**src/rtl/succ_gen.sv**
```systemverilog
module alu_unit #(
  parameter int W = 8
) (
  input  logic [3:0]   op,
  input  logic [W-1:0] a,
  input  logic [W-1:0] b,
  output logic [W-1:0] y,
  output logic         we
);
  assign we = (op != 4'd15);
  always_comb begin
    case (op)
      4'd0:    y = a + b;
      4'd1:    y = a - b;
      4'd2:    y = a & b;
      4'd3:    y = a | b;
      4'd4:    y = a ^ b;
      4'd5:    y = W'(a == b);
      4'd6:    y = W'(a != b);
      4'd7:    y = W'(a < b);
      4'd8:    y = W'(a > b);
      4'd9:    y = b;
      4'd10:   y = W'(a == '0);
      4'd11:   y = a << b;
      4'd12:   y = a >> b;
      4'd13:   y = W'(b == '0);
      4'd14:   y = a;
      default: y = '0;
    endcase
  end
endmodule

module succ_gen #(
  parameter int S = 8,
  parameter int W = 8,
  parameter int PW = 1,
  parameter int NW = 1,
  parameter int SW = 2,
  parameter int M = 2,
  parameter int N = 2,
  parameter int A = 2,
  parameter int E = 2,
  parameter int K = 2,
  localparam int T = 2 * A,
  localparam int R = M + N + T,
  localparam int VXW = $clog2(S),
  localparam int RW = $clog2(R),
  localparam int SRCW = $clog2(R + 4),
  localparam int CW = 4 + SRCW + 1,
  localparam int AW = PW + NW + SW,
  localparam int VW = S * W,
  localparam int IMO = M * VXW,
  localparam int EXO = IMO + N * W,
  localparam int PMO = EXO + E * A * CW,
  localparam int NOPB = PMO + K * 3 * RW,
  localparam int IW = NOPB + 1
) (
  input  logic          clk,
  input  logic          rst_n,
  input  logic          cfg_we,
  input  logic [AW:0]   cfg_addr,
  input  logic [IW-1:0] cfg_data,
  input  logic          in_valid,
  input  logic [VW-1:0] in_vec,
  input  logic [PW-1:0] in_pid,
  input  logic [NW-1:0] in_nd,
  output logic          out_valid,
  output logic [VW-1:0] out_vec
);
  localparam int SB = S - (1 << PW);
  localparam int IXW = NOPB - EXO;
  localparam int PMW = K * 3 * RW;

  logic [IW-1:0] imem [1 << AW];
  logic [7:0]    np_q, mx_q;

  always_ff @(posedge clk)
    if (cfg_we && !cfg_addr[AW]) imem[cfg_addr[AW-1:0]] <= cfg_data;

  always_ff @(posedge clk or negedge rst_n)
    if (!rst_n) begin
      np_q <= '0;
      mx_q <= '0;
    end else if (cfg_we && cfg_addr[AW]) begin
      np_q <= cfg_data[7:0];
      mx_q <= cfg_data[15:8];
    end

  wire [SW-1:0] sid  = in_vec[(SB + int'(in_pid)) * W +: SW];
  wire [AW-1:0] fadr = {in_pid, in_nd, sid};
  wire          in_ok = (8'(in_pid) < np_q) && (8'(in_nd) <= mx_q);

  logic [IW-1:0] f_ins;
  logic [VW-1:0] f_vec;
  logic [PW-1:0] f_pid;
  logic          f_v;

  always_ff @(posedge clk) begin
    f_ins <= imem[fadr];
    f_vec <= in_vec;
    f_pid <= in_pid;
  end

  always_ff @(posedge clk or negedge rst_n)
    if (!rst_n) f_v <= 1'b0;
    else        f_v <= in_valid && in_ok;

  logic [R*W-1:0] sel;
  always_comb begin
    sel = '0;
    for (int i = 0; i < M; i++)
      sel[i*W +: W] = f_vec[int'(f_ins[i*VXW +: VXW]) * W +: W];
    for (int j = 0; j < N; j++)
      sel[(M+j)*W +: W] = f_ins[IMO + j*W +: W];
  end

  logic [R*W-1:0] rq  [E+1];
  logic [VW-1:0]  vq  [E+1];
  logic [PW-1:0]  pq  [E+1];
  logic           vld [E+1];
  logic [IXW-1:0] iq  [E];
  logic [PMW-1:0] pm;

  always_ff @(posedge clk) begin
    rq[0] <= sel;
    vq[0] <= f_vec;
    pq[0] <= f_pid;
    iq[0] <= f_ins[NOPB-1:EXO];
  end

  always_ff @(posedge clk or negedge rst_n)
    if (!rst_n) vld[0] <= 1'b0;
    else        vld[0] <= f_v && !f_ins[NOPB];

  for (genvar e = 0; e < E; e++) begin : g_ex
    logic [W-1:0]   ya [A];
    logic           wa [A];
    logic [R*W-1:0] nx;

    for (genvar a = 0; a < A; a++) begin : g_alu
      wire [SRCW-1:0] src = iq[e][a*CW + 4 +: SRCW];
      logic [W-1:0]   opb;
      always_comb begin
        if (int'(src) < R) opb = rq[e][int'(src) * W +: W];
        else begin
          case (int'(src) - R)
            0:       opb = W'(np_q);
            1:       opb = W'(pq[e]);
            2:       opb = W'(1);
            default: opb = '0;
          endcase
        end
      end
      alu_unit #(.W(W)) u_alu (
        .op(iq[e][a*CW +: 4]),
        .a(rq[e][a*W +: W]),
        .b(opb),
        .y(ya[a]),
        .we(wa[a])
      );
    end

    always_comb begin
      nx = rq[e];
      for (int a = 0; a < A; a++)
        if (wa[a]) nx[(M + N + 2*a + int'(iq[e][a*CW + CW - 1])) * W +: W] = ya[a];
    end

    always_ff @(posedge clk) begin
      rq[e+1] <= nx;
      vq[e+1] <= vq[e];
      pq[e+1] <= pq[e];
    end

    always_ff @(posedge clk or negedge rst_n)
      if (!rst_n) vld[e+1] <= 1'b0;
      else        vld[e+1] <= vld[e];

    if (e < E - 1) begin : g_pass
      always_ff @(posedge clk) iq[e+1] <= iq[e] >> (A * CW);
    end else begin : g_last
      always_ff @(posedge clk) pm <= iq[e][A*CW +: PMW];
    end
  end

  logic [VW-1:0]  ov;
  logic [W-1:0]   cnd, dat;
  logic [VXW-1:0] ixb;

  always_comb begin
    ov  = vq[E];
    cnd = '0;
    dat = '0;
    ixb = '0;
    for (int k = 0; k < K; k++) begin
      cnd = rq[E][int'(pm[k*3*RW +: RW]) * W +: W];
      ixb = rq[E][int'(pm[k*3*RW + RW +: RW]) * W +: VXW];
      dat = rq[E][int'(pm[k*3*RW + 2*RW +: RW]) * W +: W];
      if (cnd != '0) ov[int'(ixb) * W +: W] = dat;
    end
    ov[(SB + int'(pq[E])) * W +: W] = rq[E][M*W +: W];
  end

  always_ff @(posedge clk) out_vec <= ov;

  always_ff @(posedge clk or negedge rst_n)
    if (!rst_n) out_valid <= 1'b0;
    else        out_valid <= vld[E];
endmodule


```
**config.mk**
```make
export PLATFORM = sky130hd
export DESIGN_NAME = succ_gen
export DESIGN_NICKNAME = d
export VERILOG_FILES = /design/src/rtl/succ_gen.sv
export SDC_FILE = /design/constraint.sdc
export NUM_CORES = 2
export LEC_CHECK = 0
export BUFFER_PORTS_ARGS = -buffer_cell sky130_fd_sc_hd__clkbuf_2
export CORE_MARGIN = 2
export CORE_UTILIZATION = 50
export CTS_BUF_LIST = sky130_fd_sc_hd__clkbuf_16
export DETAILED_ROUTE_END_ITERATION = 10
export PLACE_DENSITY_LB_ADDON = 0.15
export SETUP_SLACK_MARGIN = 0.05
export SYNTH_ARGS = -nofsm -noshare
export SYNTH_HDL_FRONTEND = slang
export SYNTH_SLANG_ARGS = --single-unit
```
**constraint.sdc**
```tcl
create_clock -name clk -period 7.75 [get_ports clk]
set_input_delay 0.3875 -clock clk [delete_from_list [all_inputs] [get_ports clk]]
set_output_delay 0.3875 -clock clk [all_outputs]
set_load 0.02 [all_outputs]
```
==> impl_metrics.py <==
metrics = {
    "status": {
        "run_status": "complete, no violations",
    },
    "drt": {
        "drt-initial-drc-count": 4156,
        "avgViaCountPerCell": 6.134,
        "wl_per_cell_um": 29.07,
        "drtAntennaViolNets": 0,
        "drcViolationCount": 0,
        "routed_wl_um": 197800,
        "vias": 41731,
        "dr.pass1.iters": 8,
    },
    "place": {
        "io_buffers": 216,
        "gp_congestion": 0.9561,
        "dpl.hpwl_um": 121600,
    },
    "sta": {
        "finalHoldViolCount": 0,
        "max_freq_ghz": 0.2044,
        "setup-tns-final_ns": 0,
        "clock_skew_ns": 0.04850,
        "finalSetupViolCount": 0,
        "rsz0062_at_grt": "false",
        "period_share_pct": 63.12,
        "min_period_ns": 4.892,
        "relSlewSlack_pct": 22.52,
        "hold_ws_ns": 0.04786,
        "tightestPinTransition_ns": 1.130,
        "maxSlewViolCount": 0,
    },
    "yosys": {
        "synth.avg_cell_area_um2": 17.21,
        "synth_top_area_share_pct": 49.39,
        "synth_area_leaders": "edfxtp_1 49%, dfxtp_1 18%, mux4_2 15%",
        "synth_ff_type": "edfxtp_1",
        "ys_warn_count": 0,
        "yosysTopAreaCell": "edfxtp_1",
        "synthCells": 4352,
        "syn_nets": 4613,
        "yosysUniqueCellTypes": 95,
        "async_flop_share_pct": 1.093,
        "synth_edf_count": 1232,
        "syn_area_um2": 74910,
        "ys_ff_latch": 1922,
        "synth_seq_area_share_pct": 67.97,
    },
    "floorplanning": {
        "io_pins": 217,
        "dieArea_um2": 152900,
        "fp.dieW_um": 391.1,
        "die_height_um": 391.1,
        "coreArea_um2": 149200,
        "core.rowCount": 142,
        "initial_core_util_pct": 50.19,
    },
    "setup_path": {
        "r2r_start": "iq[0][58]",
        "reg2reg_to": "rq[0][172]",
        "critPathLaunchType": "register",
        "crit_fanout": 32,
        "rrSetupSlack_ns": 2.86,
        "reg2regPathDepth": 11,
        "required_ns": 8.43,
        "critPathArrivalTime_ns": 5.57,
        "crit_type": "register to register",
        "cp-end-kind": "register",
    },
    "grt": {
        "grtUsageTotal_pct": 25.99,
        "grt_pass1_wl_um": 289300,
        "grt_pass1_vias": 41701,
        "overflow": 0,
        "antenna_found_initial": 26,
        "grt_max_degree": 105,
    },
    "clocking": {
        "cts_setup_buffers": 0,
        "cts_buffers": 188,
        "post_cts_resized": 0,
        "cts.clk_slew.worst_paths_ns": 0.06,
        "cts_tree": "yes",
        "clock_path_buffers": 3,
        "htreeDepth": 4,
        "hold_buffers": 139,
        "clk_latency_ns": 0.83,
        "clock_sinks": 1922,
        "clockRootBuffer": "clkbuf_16",
    },
    "worst_hold_path": {
        "worstHoldPathCells": 1,
        "min-delay-start": "cfg_data[0]",
        "min_path_type": "primary input to register",
        "holdPathEnd": "imem[3][0]",
    },
    "power_and_ir_drop": {
        "p_switching_mw": 7.509,
        "ir_drop_mv": 0.2169,
        "p_leak_nw": 30.07,
        "seq_power_share_pct": 47.4,
        "cellPowerDensity_nw_per_um2": 305.5,
        "intPower_mw": 18.68,
        "p_clk_share_pct": 34.3,
        "sw_frac_of_total_pct": 28.67,
        "comb_power_share_pct": 18.2,
    },
    "finish": {
        "layout-drive-gt1-share_pct": 24.40,
        "area_growth_pct": 14.43,
        "finalNetCount": 4947,
    },
    "flow_run": {
        "maxCapViolCount": 0,
    },
}
## logic make-up after synthesis
group | count (synthesis) | share of synthesized area [%]
AO/OA/AOI/OAI | 552 | 5.177
adder cells (fa/ha/maj) | 109 | 1.901
buffers and inverters | 405 | 2.116
flip-flops | 1922 | 67.97
AND/OR/NAND/NOR | 586 | 4.039
XOR/XNOR | 10 | 0.1169
multiplexers | 768 | 18.68
## Yosys cell counts, drive strengths merged (21+ instances only)
master and count:
edfxtp 1232, dfxtp 669, mux4 496, clkbuf 216
mux2i 208, nor2 177, a21oi 118, inv 113
nand2 108, ha 101, o21ai 79, buf 74
mux2 64, nor3 49, nor4 41, a22oi 40
nand3 38, a31oi 32, nor2b 32, a221oi 29
o22ai 28, nand2b 25, o211ai 23, dfrtp 21
## layout make-up
class | instances | area [um^2]
flip-flops and latches | 1922 | 50920
clock inverters | 158 | 1318
well taps | 1944 | 2432
multi-input cells | 2025 | 22560
diodes | 10 | 25.02
repair buffers | 434 | 3147
clock buffers | 195 | 4880
inverters | 115 | 436.7
fillers | 11280 | 63530
## how the worst max path moves through the flow
stage           startpoint          to  slack (ns)  depth (start not counted)
6_report         iq[0][58]  rq[0][172]        2.86                         11
5_1_grt          iq[0][58]  rq[0][172]        2.52                         11
4_1_cts          iq[0][58]  rq[0][172]        2.93                         11
3_5_place_dp     iq[0][58]  rq[0][172]        2.89                         11
3_3_place_gp     iq[0][58]  rq[0][172]        2.93                         11
2_1_floorplan  cfg_addr[4]  imem[0][0]        1.01                          3
## power by group through the flow
stage	Sequential, mW	Combinational, mW	Clock, mW
floorplan	12.2	3.29	0
global placement	12.6	4.66	0
detailed placement	12.6	4.65	0
CTS	12.4	4.73	9.15
global route	12.5	5.13	9.56
finish	12.4	4.78	8.99
## layer usage
| metal | vias up | wire length (um) | global-route usage (%) |
|---|---|---|---|
| met5 | - | 132 | 0 |
| met4 | 20 | 5379 | 7.708 |
| met3 | 331 | 12850 | 4.060 |
| met2 | 1714 | 93440 | 40.64 |
| met1 | 21670 | 85990 | 37.94 |
| li1 | 17996 | - | - |
## placed cells by master, fill, tap and decap left out, types with 73 or more instances in the layout
master         count
buf_4             73
dfxtp_1          667
inv_1            147
nor2_1           164
mux4_2           494
clkbuf_2         215
dlygate4sd3_1    139
a21oi_1          118
edfxtp_1        1232
o21ai_0           79
clkbuf_16        195
ha_1             101
mux2i_1          203
nand2_1          108
## state kept, by name (all words and copies together), names as in the netlist
register   cells
iq            90
imem        1232
pq             3
out_valid      1
f_ins         77
mx_q           8
f_vec         64
f_v            1
vq           192
f_pid          1
out_vec       64
pm            18
rq           160
vld            3
np_q           8
## critical path, stage by stage, from the launching register on
cell and delay, ns:
dfxtp_2 0.92, mux4_2 0.58, nand2b_1 0.28, a21boi_2 0.50, inv_2 0.29, fa_1 0.49, a21o_1 0.19, a21oi_1 0.29
o221ai_1 0.19, a221o_1 0.37, a2111oi_0 0.51, o21ai_0 0.15
## stage by stage
stage          utilization [%]  cell area [um^2]  total power [mW]  worst slack (ns)  std cells
3_5_place_dp             52.33             78100             17.25             2.889       6301
5_1_grt                  57.42             85700             27.14             2.516       6798
4_1_cts                  57.42             85690             26.27             2.931       6793
3_3_place_gp             52.33             78100             17.26             2.929       6301
2_1_floorplan                -             74910             15.52             1.010       4352
6_report                 57.43             85710             26.19             2.858       6803
(Power assumes the default switching activity.)
